==> src/rtl/pm_wake_pkg.sv <==
package pm_wake_pkg;
   localparam int BIT_PD   = 0;
   localparam int BIT_MPE  = 1;
   localparam int BIT_WFE  = 2;
   localparam int BIT_MPR  = 5;
   localparam int BIT_WFR  = 6;
   localparam int BIT_GU   = 9;
   localparam int BIT_PRST = 31;
   localparam int MIN_DW   = BIT_PRST + 1;

   typedef struct packed {
      logic gu;
      logic wf_en;
      logic mp_en;
      logic pd;
   } pm_ctrl_t;

   typedef struct packed {
      logic wfr;
      logic mpr;
   } pm_flags_t;
endpackage

==> src/rtl/pm_evt_qual.sv <==
module pm_evt_qual
   import pm_wake_pkg::*;
(
   input  pm_ctrl_t ctrl,
   input  logic     magic_hit,
   input  logic     wake_hit,
   input  logic     ucast_hit,
   output logic     mp_evt,
   output logic     wf_evt
);
   logic wake_src;

   assign wake_src = wake_hit | (ctrl.gu & ucast_hit);
   assign mp_evt   = ctrl.pd & ctrl.mp_en & magic_hit;
   assign wf_evt   = ctrl.pd & ctrl.wf_en & wake_src;
endmodule

==> src/rtl/pm_ctrl_regs.sv <==
module pm_ctrl_regs
   import pm_wake_pkg::*;
#(
   parameter int DATA_W   = 32,
   parameter bit UCAST_EN = 1'b1
) (
   input  logic              clk,
   input  logic              rst_n,
   input  logic              wr_sel,
   input  logic [DATA_W-1:0] wdata,
   input  logic              wake_any,
   output pm_ctrl_t          ctrl,
   output logic              ptr_rst
);
   logic pd_q, mpe_q, wfe_q, gu_q;
   logic wr_ok;

   // A power-down request needs one of the enables in the same word
   assign wr_ok = wr_sel & (~wdata[BIT_PD] | wdata[BIT_MPE] | wdata[BIT_WFE]);

   always_ff @(posedge clk) begin
      if (!rst_n) begin
         pd_q    <= 1'b0;
         mpe_q   <= 1'b0;
         wfe_q   <= 1'b0;
         ptr_rst <= 1'b0;
      end else begin
         ptr_rst <= wr_ok & wdata[BIT_PRST];
         if (wr_ok) begin
            mpe_q <= wdata[BIT_MPE];
            wfe_q <= wdata[BIT_WFE];
            pd_q  <= wdata[BIT_PD];
         end
         if (wake_any) pd_q <= 1'b0;  // wake has priority over a write
      end
   end

   if (UCAST_EN) begin : g_gu
      always_ff @(posedge clk) begin
         if (!rst_n)     gu_q <= 1'b0;
         else if (wr_ok) gu_q <= wdata[BIT_GU];
      end
   end else begin : g_no_gu
      assign gu_q = 1'b0;
   end

   assign ctrl = '{gu: gu_q, wf_en: wfe_q, mp_en: mpe_q, pd: pd_q};

   // power-down is gone the cycle after a wake event
   a_r3_pd_clears: assert property (@(posedge clk) disable iff (!rst_n)
      wake_any |=> !pd_q);
   // power-down never stands without an enable
   a_r7_pd_needs_en: assert property (@(posedge clk) disable iff (!rst_n)
      pd_q |-> (mpe_q | wfe_q));
   // pointer reset strobe is a single cycle
   a_r8_ptr_pulse: assert property (@(posedge clk) disable iff (!rst_n)
      ptr_rst |=> !ptr_rst);
endmodule

==> src/rtl/pm_flag_bank.sv <==
module pm_flag_bank
   import pm_wake_pkg::*;
(
   input  logic      clk,
   input  logic      rst_n,
   input  logic      rd_sel,
   input  logic      mp_evt,
   input  logic      wf_evt,
   output pm_flags_t flags,
   output logic      pm_event,
   output logic      irq
);
   always_ff @(posedge clk) begin
      if (!rst_n) begin
         flags    <= '0;
         pm_event <= 1'b0;
      end else begin
         // a new event outranks the clear-on-read
         flags.mpr <= mp_evt | (flags.mpr & ~rd_sel);
         flags.wfr <= wf_evt | (flags.wfr & ~rd_sel);
         pm_event  <= mp_evt | wf_evt;
      end
   end

   assign irq = flags.mpr | flags.wfr;

   // interrupt holds until a read
   a_r6_irq_holds: assert property (@(posedge clk) disable iff (!rst_n)
      (irq && !rd_sel) |=> irq);
   // event during read is kept
   a_r9_evt_kept: assert property (@(posedge clk) disable iff (!rst_n)
      (rd_sel && mp_evt) |=> flags.mpr);
   // a read without new events empties the flags
   a_r5_read_clears: assert property (@(posedge clk) disable iff (!rst_n)
      (rd_sel && !mp_evt && !wf_evt) |=> !irq);
endmodule

==> src/rtl/pm_wake_ctl.sv <==
module pm_wake_ctl
   import pm_wake_pkg::*;
#(
   parameter int ADDR_W     = 8,
   parameter int DATA_W     = 32,
   parameter int REG_OFFSET = 'h2C,
   parameter bit UCAST_EN   = 1'b1
) (
   input  logic              clk,
   input  logic              rst_n,
   input  logic              bus_wr,
   input  logic              bus_rd,
   input  logic [ADDR_W-1:0] bus_addr,
   input  logic [DATA_W-1:0] bus_wdata,
   output logic [DATA_W-1:0] bus_rdata,
   input  logic              magic_hit,
   input  logic              wake_hit,
   input  logic              ucast_hit,
   output logic              drop_frames,
   output logic              pm_event,
   output logic              filt_ptr_rst,
   output logic              pmt_irq
);
   localparam logic [ADDR_W-1:0] OFFS = ADDR_W'(REG_OFFSET);

   if (DATA_W < MIN_DW) begin : g_bad_dw
      initial $fatal(1, "pm_wake_ctl: DATA_W must be at least %0d", MIN_DW);
   end
   if (REG_OFFSET < 0 || REG_OFFSET >= (1 << ADDR_W)) begin : g_bad_off
      initial $fatal(1, "pm_wake_ctl: REG_OFFSET outside the address range");
   end

   logic      wr_sel, rd_sel, mp_evt, wf_evt;
   pm_ctrl_t  ctrl;
   pm_flags_t flags;

   assign wr_sel = bus_wr & (bus_addr == OFFS);
   assign rd_sel = bus_rd & (bus_addr == OFFS);

   pm_evt_qual u_qual (
      .ctrl      (ctrl),
      .magic_hit (magic_hit),
      .wake_hit  (wake_hit),
      .ucast_hit (ucast_hit),
      .mp_evt    (mp_evt),
      .wf_evt    (wf_evt)
   );

   pm_ctrl_regs #(.DATA_W(DATA_W), .UCAST_EN(UCAST_EN)) u_ctrl (
      .clk      (clk),
      .rst_n    (rst_n),
      .wr_sel   (wr_sel),
      .wdata    (bus_wdata),
      .wake_any (mp_evt | wf_evt),
      .ctrl     (ctrl),
      .ptr_rst  (filt_ptr_rst)
   );

   pm_flag_bank u_flags (
      .clk      (clk),
      .rst_n    (rst_n),
      .rd_sel   (rd_sel),
      .mp_evt   (mp_evt),
      .wf_evt   (wf_evt),
      .flags    (flags),
      .pm_event (pm_event),
      .irq      (pmt_irq)
   );

   assign drop_frames = ctrl.pd;

   always_comb begin
      bus_rdata = '0;
      if (rd_sel) begin
         bus_rdata[BIT_PD]  = ctrl.pd;
         bus_rdata[BIT_MPE] = ctrl.mp_en;
         bus_rdata[BIT_WFE] = ctrl.wf_en;
         bus_rdata[BIT_MPR] = flags.mpr;
         bus_rdata[BIT_WFR] = flags.wfr;
         bus_rdata[BIT_GU]  = ctrl.gu;
      end
   end

   // no event is produced while awake
   a_r10_awake_quiet: assert property (@(posedge clk) disable iff (!rst_n)
      !drop_frames |=> !pm_event);
   // read data is silent outside a read at the offset
   a_r11_rdata_idle: assert property (@(posedge clk) disable iff (!rst_n)
      !rd_sel |-> (bus_rdata == '0));
endmodule

==> config.mk <==
export PLATFORM = sky130hd
export DESIGN_NAME = pm_wake_ctl
export DESIGN_NICKNAME = d
export VERILOG_FILES = /design/src/rtl/pm_wake_pkg.sv /design/src/rtl/pm_evt_qual.sv /design/src/rtl/pm_ctrl_regs.sv /design/src/rtl/pm_flag_bank.sv /design/src/rtl/pm_wake_ctl.sv
export SDC_FILE = /design/constraint.sdc
export NUM_CORES = 1
export LEC_CHECK = 0
export BUFFER_PORTS_ARGS = -buffer_cell sky130_fd_sc_hd__clkbuf_2
export CAP_MARGIN = 20
export CORE_AREA = 2 2 51 53
export CTS_CLUSTER_DIAMETER = 60
export CTS_CLUSTER_SIZE = 25
export DETAILED_ROUTE_END_ITERATION = 8
export DIE_AREA = 0 0 53 55
export PLACE_DENSITY = 0.7
export SETUP_SLACK_MARGIN = 0.3
export SLEW_MARGIN = 30
export SYNTH_ARGS = -nofsm -noshare
export SYNTH_HDL_FRONTEND = slang
export SYNTH_SLANG_ARGS = --single-unit
==> constraint.sdc <==
create_clock -name clk -period 2.05 [get_ports clk]
set_input_delay 0.5125 -clock clk [delete_from_list [all_inputs] [get_ports clk]]
set_output_delay 0.5125 -clock clk [all_outputs]
set_load 0.02 [all_outputs]
### After elaboration in Yosys (flattened, before gate mapping)

Cells that the tools add are included.

| word-level totals | value |
|---|---|
| register bits after elaboration | 8 |
| latch bits | 0 |
| bits in writable memories | 0 |
| ROM bits | 0 |
| input bits | 47 |
| output and inout port bits | 36 |
| logic and storage cells | 34 |
| memories | 0 |

| operators by class | value |
|---|---|
| add/sub/neg operators | 0 |
| multipliers | 0 |
| divide/modulo/power cells | 0 |
| $lt $le $gt $ge | 0 |
| eq/ne operators | 1 |
| shift operators | 0 |
| muxes and demuxes | 3 |
| bitwise gates (word level) | 21 |
| reductions and logical operators | 1 |

Operator list:

| operator | number |
|---|---|
| $and 1x1->1 | 11 |
| $eq 8x6->1 const B | 1 |
| $or 1x1->1 | 7 |
| $mux 3 | 1 |
| $not 1->1 | 3 |
| $mux 2 | 1 |
| $reduce_or 2->1 | 1 |
| $mux 1 | 1 |

### Longest topological paths before layout

Gate-level depths: netlist of the first run.

| depth | value |
|---|---|
| depth after elaboration | 5 |
| depth in mapped cells | 3 |
| gate-level depth less buffers | 3 |

### Cells and area by module

Synthesis of the first run repeated with hierarchy kept, for this count alone.

| unflattened totals | value |
|---|---|
| cells, all modules | 87 |
| area, all modules | 723.2 um^2 |

By module, submodules not included:

| module | instances | cells an instance | area an instance (um^2) | seq. area each (um^2) |
|---|---|---|---|---|
| pm_wake_ctl | 1 | 48 | 355.3 | 0.0 |
| pm_ctrl_regs | 1 | 26 | 247.7 | 100.1 |
| pm_flag_bank | 1 | 9 | 101.3 | 60.1 |
| pm_evt_qual | 1 | 4 | 18.8 | 0.0 |

### Worst setup path before layout of the first run

OpenSTA, ideal clock, no wires.

| path | value |
|---|---|
| path type | in2out |
| start point | input bus_addr[4] |
| end point | output bus_rdata[2] |
| arrival time | 1.765 ns |
| slack | -0.227 ns |
| stages on the path | 2 |
| path buffers | 0 |
| cell sequence | or4b_4 nor4_1 |

| on the way | value |
|---|---|
| longest elaborated chain between the ends | 3 |

RTL lines:

| what | line | source |
|---|---|---|
| from (decl) | pm_wake_ctl.sv:13 | `input logic [ADDR_W-1:0] bus_addr,` |
| $eq 8x6->1 | pm_wake_ctl.sv:38 | `assign rd_sel = bus_rd & (bus_addr == OFFS);` |
| $and 1x1->1 | pm_wake_ctl.sv:38 |  |
| $mux 3 | pm_wake_ctl.sv:74 | `if (rd_sel) begin` |
| to (decl) | pm_wake_ctl.sv:15 | `output logic [DATA_W-1:0] bus_rdata,` |

Every way passes these cells.

### Final worst setup path of the first run

| path | value |
|---|---|
| start point | input bus_addr[0] |
| end point | output bus_rdata[9] |

| on the way | value |
|---|---|
| longest elaborated chain between the ends | 3 |

RTL lines:

| what | line |
|---|---|
| $eq 8x6->1 | pm_wake_ctl.sv:38 |
| $and 1x1->1 | pm_wake_ctl.sv:38 |
| $mux 1 | pm_wake_ctl.sv:74 |

Every way passes these cells.

==> flow_summary.ini, run 1 <==
[logic_synthesis]
yosysTopAreaCell = buf_4
synthArstFlopShare_pct = 0
synth_fa_ha_area_share_pct = 0
synth_top_family_by_area = buffers and inverters
ys_seq_area_share_pct = 25.75
synth_top_area_share_pct = 31.39
synthSimpleGateAreaFrac_pct = 21.33
synth-xor-area-share_pct = 0
synth-edff-count = 0
synthesis.instances = 74
synth.avg_cell_area_um2 = 8.403
yosys_register_bits = 8
ys_top_cells_by_area = buf_4 31%, dfxtp_1 26%, mux2i_1 6.4%
yosysWarnings = 0
synthFlopType = dfxtp_1
syn_area_um2 = 621.8
ys_top_cells_by_count = 26 x buf_4, 9 x nand2_1, 8 x dfxtp_1
synth_most_common_cell = buf_4
synthMuxAreaShare_pct = 6.439
ys_types = 21
synth-compound-area-share_pct = 12.07

[place]
hpwlAfterDp_mm = 1.015
port_buffers = 29
globalplace.congestion = 0.6712
dpl_cell_area_um2 = 754.5
placed_cells = 134

[pwr]
p_leak_nw = 0.4278
vdd_drop_max_mv = 0.3232
swShare_pct = 31.63
clkPwrFrac_pct = 33.3
comb_power_share_pct = 22.6
power.switching_mw = 0.1120
powerDensity_nw_per_um2 = 410.1
seqPwrFrac_pct = 44.0
internal-power_mw = 0.2421

[global_routing]
grt_pass1_vias = 460
grt_overflow_total = 0
grt_max_degree = 15
grt_pass1_wl_mm = 1.828
gr-usage-all-layers_pct = 8.930
antenna_found_initial = 0

[critical_path]
crit_arrival_ns = 1.67
cp-start-kind = primary input
cp_num_buf_inv = 3
r2r_end = u_flags.pm_event
worstPathMaxFanout = 7
reg2reg_from = u_ctrl.gu_q
critPathMaxStageDelay_ns = 0.56
crit_path_end_kind = primary output
ff2ff_setup_slack_ns = 1.11
worst_ep_required_time_ns = 1.54
crit_cells = 6
critical_path.top_delay_family = simple AND/OR/NAND/NOR gates
worst_path_max_delay_cell = or4b_4
path_class = in2out
r2r_cells = 3
path_cells = clkbuf_2, or4b_4, nor3_4, buf_6, and2_4, buf_8

[final_layout]
n_antenna_cell = 0
final_nets = 158
final_cells = 139
num-fill-cells = 251
drive_gt1_share_pct = 44.04
utilization_pct = 36.51
design_area_um2 = 863.3
area_growth_pct = 38.83

[sta]
drv_slew = 0
worst_slack_ns = -0.1326
fmax_mhz = 458.2
finalCriticalPeriod_ns = 2.183
fin_crit_sh_pct = 106.5
holdWs_ns = 0.4714
finalSetupViolations = 6
hold_viol_final = 0
rsz0062_at_grt = yes
skew_ns = 0.001977

[route]
drc = 0
final_antenna_net_count = 0
drtIter0Drc = 8
drt-total-wl_mm = 1.281
drtPass1Iterations = 3
route.vias.total = 531
via_per_inst = 3.820
post_drt_wl_per_cell_um = 9.216

[die]
fp.dieH_um = 55
die_area_um2 = 2915
core_um2 = 2365
io_pins = 83
dieWidth_um = 53
start_util_pct = 26.30
rows = 18

[clocking]
h-tree-depth = 1
cts_sinks = 8
cts_buffers = 3
tritoncts = yes
insertion_delay_ns = 0.25
cts_buffer_depth = 2
postCtsHoldBufs = 0
root_buffer = clkbuf_4
clk_transition_reported_paths_ns = 0.05

[min_path]
holdPathEnd = u_flags.flags[0]
hp-class = reg2reg
hold_path_startpoint = u_flags.flags[0]
hold_depth = 2

[outcome]
failed_checks = negative setup slack
outcome = finished, violations left

[flow_run]
drv_cap = 0
logic make-up (layout without fill, tap and decap cells):
family | count (synthesis) | after routing
compound gates | 7 | 7
other cells | 1 | 26
simple gates | 24 | 24
flops | 8 | 8
buf+inv | 30 | 40
mux | 4 | 4
worst max-delay path by stage:
stage / slack, ns / start / to
detailed placement: -0.28 / bus_addr[4] / bus_rdata[1]
global route: -0.17 / bus_addr[0] / bus_rdata[0]
finish: -0.13 / bus_addr[0] / bus_rdata[9]
global placement: -0.25 / bus_addr[4] / bus_rdata[1]
CTS: -0.16 / bus_addr[0] / bus_rdata[1]
floorplan: -0.03 / bus_addr[4] / bus_rdata[0]
power by group through the flow:
| stage | clock network, mW | logic (mW) | registers (mW) |
|---|---|---|---|
| 2_1_floorplan | 0 | 0.0928 | 0.159 |
| 6_report | 0.118 | 0.0802 | 0.156 |
| 4_1_cts | 0.128 | 0.0785 | 0.156 |
| 3_3_place_gp | 0 | 0.0766 | 0.159 |
| 5_1_grt | 0.134 | 0.0860 | 0.156 |
| 3_5_place_dp | 0 | 0.0772 | 0.159 |
tightest hold or removal path, stage by stage (launching register included):
cell,delay (ns)
dfxtp_1,0.31
nand2_1,0.06
o2bb2ai_1,0.06
cell usage in the layout (no fill, tap or decap), types with 3 or more instances in the layout:
cell,count
clkbuf_2,23
clkbuf_4,3
nand2_1,9
dfxtp_1,8
conb_1,26
mux2i_1,4
inv_1,3
and2_4,5
buf_8,5
buf_4,4
layer usage:
layer	share of wire [%]	GRT usage [%]	up-vias
met1	35	8.157	234
li1	-	-	265
met2	53	17.29	32
met4	0	1.282	0
met3	11	5.376	0
met5	0	0	-
sequential cells by signal, indices dropped and copies added (netlist names):
name	flops
u_ctrl.gu_q	1
u_flags.pm_event	1
u_ctrl.pd_q	1
u_ctrl.mpe_q	1
u_ctrl.ptr_rst	1
u_flags.flags	2
u_ctrl.wfe_q	1
repair_timing:
action	in CTS	in global routing
buffers inserted	2	0
resized for setup	18	7
gates cloned	0	0
pin swaps	8	1
setup endpoints to repair	6	11
stage by stage:
step | worst slack (ns) | total power [mW] | TNS, ns
3_5_place_dp | -0.2787 | 0.2363 | -1.525
3_3_place_gp | -0.2464 | 0.2357 | -1.371
4_1_cts | -0.1640 | 0.3619 | -0.8834
2_1_floorplan | -0.02519 | 0.2519 | -0.1260
6_report | -0.1326 | 0.3541 | -0.7009
5_1_grt | -0.1747 | 0.3757 | -0.9390
area by class of cell:
cell class | instances | area (um^2) | area share [%]
clock buffers | 3 | 22.52 | 2.609
inverters | 3 | 11.26 | 1.304
multi-input cells | 61 | 389.1 | 45.07
flip-flops and latches | 8 | 160.2 | 18.55
well taps | 30 | 37.54 | 4.348
repair buffers | 34 | 242.7 | 28.12
No activity file was read; power rests on OpenSTA's default activity.
==> inputs of run 2 (changes only) <==
- CTS_BUF_LIST: not set -> sky130_fd_sc_hd__clkbuf_16
- HOLD_SLACK_MARGIN: not set -> 0.1
==> flow_summary.ini, run 2 (synthesis gave the netlist of run 1 again) <==
[outcome]
outcome = finished, violations left
failed_checks = negative setup slack

[sta]
hold_viol_final = 0
drv_slew = 0
rsz0062_at_grt = yes
skew_ns = 0.0002811
fin_crit_sh_pct = 106.6
fmax_mhz = 457.8
fin_tns_setup_ns = -0.6965
finalSetupViolations = 6
worst_slack_ns = -0.1345
finalCriticalPeriod_ns = 2.185

[final_layout]
drive_gt1_share_pct = 44.04
n_antenna_cell = 0
regMostFlops = u_flags.flags
area_growth_pct = 47.28
final_cell_mix = 26 x conb_1, 23 x clkbuf_2, 9 x nand2_1
utilization_pct = 38.73
largest_reg_flops = 2
final_nets = 158
num-fill-cells = 247
final_common_cell = conb_1

[critical_path]
crit_arrival_ns = 1.67
cp-start-kind = primary input
crit_path_end_kind = primary output
worst_path_max_delay_cell = or4b_4
worst_ep_required_time_ns = 1.54
path_class = in2out
path_cells = clkbuf_2, or4b_4, nor3_4, buf_6, and2_4, buf_8
reg2reg_from = u_ctrl.gu_q
r2r_end = u_flags.pm_event
worstPathMaxFanout = 7
critPathMaxStageDelay_ns = 0.56
ff2ff_setup_slack_ns = 1.08
r2r_cells = 3

[pwr]
internal-power_mw = 0.4270
power.switching_mw = 0.1314
clkPwrFrac_pct = 57.6
seqPwrFrac_pct = 28.1
vdd_drop_max_mv = 0.5747
p_leak_nw = 0.4510
power_mw = 0.5584
powerDensity_nw_per_um2 = 609.7
comb_power_share_pct = 14.3
swShare_pct = 23.53

[clocking]
root_buffer = clkbuf_16
cts_buffers = 3
postCtsHoldBufs = 0
cts_sinks = 8
tritoncts = yes
clk_transition_reported_paths_ns = 0.03
insertion_delay_ns = 0.23
cts_buffer_depth = 2
h-tree-depth = 1

[route]
route.vias.total = 533
via_per_inst = 3.835
final_antenna_net_count = 0
post_drt_wl_per_cell_um = 9.331
drtIter0Drc = 1
drtPass1Iterations = 2
drc = 0
drt-total-wl_mm = 1.297

[die]
start_util_pct = 26.30
dieWidth_um = 53
core_um2 = 2365
die_area_um2 = 2915
io_pins = 83
fp.dieH_um = 55
rows = 18

[global_routing]
grt_max_degree = 15
grt_pass1_vias = 442
met2_usage_pct = 15.21
grt_util_met1_pct = 8.646
gr-usage-all-layers_pct = 8.357
use_met3_pct = 4.570
grt_busiest_layer = met2
antenna_found_initial = 0
grt_overflow_total = 0
grt_pass1_wl_mm = 1.752

[min_path]
hold_depth = 2
hold_path_startpoint = u_flags.flags[0]
holdPathEnd = u_flags.flags[0]
hp-class = reg2reg

[flow_run]
drv_cap = 0

[place]
globalplace.congestion = 0.6712
hpwlAfterDp_mm = 1.015
port_buffers = 29
[run 2: worst max-delay path, delay by kind of cell]
kind / cells / cell delay [ns]
and+or+nand+nor: 3 / 0.83
buffers and inverters: 3 / 0.32
[run 2: worst max-delay path by stage]
stage / startpoint / endpoint / cells after the start
floorplan: bus_addr[4] / bus_rdata[0] / 3
global placement: bus_addr[4] / bus_rdata[1] / 5
detailed placement: bus_addr[4] / bus_rdata[1] / 5
CTS: bus_addr[0] / bus_rdata[1] / 6
global route: bus_addr[0] / bus_rdata[0] / 6
finish: bus_addr[0] / bus_rdata[1] / 6
[run 2: area by class of cell]
type                    instances  area [um^2]  share of cell area [%]
clock buffers                   3        75.07                   8.197
inverters                       3        11.26                   1.230
multi-input cells              61        389.1                   42.49
flip-flops and latches          8        160.2                   17.49
well taps                      30        37.54                   4.098
repair buffers                 34        242.7                   26.50
[run 2: routing by layer]
metal,part of all wire (%),wire [um]
met5,0,0
met4,0,0
met3,11,144
met1,37,481
met2,52,672
[run 2: metrics by stage]
stage | std cells | setup slack, ns | hold WS (ns) | area [um^2]
final | 139 | -0.1345 | 0.4692 | 915.9
after global routing | 139 | -0.1748 | 0.4997 | 915.9
after CTS | 139 | -0.1640 | 0.4727 | 904.6
after detailed placement | 134 | -0.2787 | 0.4660 | 754.5
after global placement | 134 | -0.2464 | 0.4536 | 754.5
after floorplan | 99 | -0.02519 | 0.4435 | 748.2
[run 2: power by group through the flow]
stage          combinational (mW)  sequential, mW  clock, mW
3_5_place_dp               0.0772           0.159          0
6_report                   0.0800           0.157      0.322
3_3_place_gp               0.0766           0.159          0
2_1_floorplan              0.0928           0.159          0
5_1_grt                    0.0859           0.157      0.339
4_1_cts                    0.0785           0.157      0.331
[run 2: what timing repair did]
action	CTS	global route
endpoints found under the setup margin	6	11
pin swaps	9	1
resized for setup	18	7
setup buffers	2	0
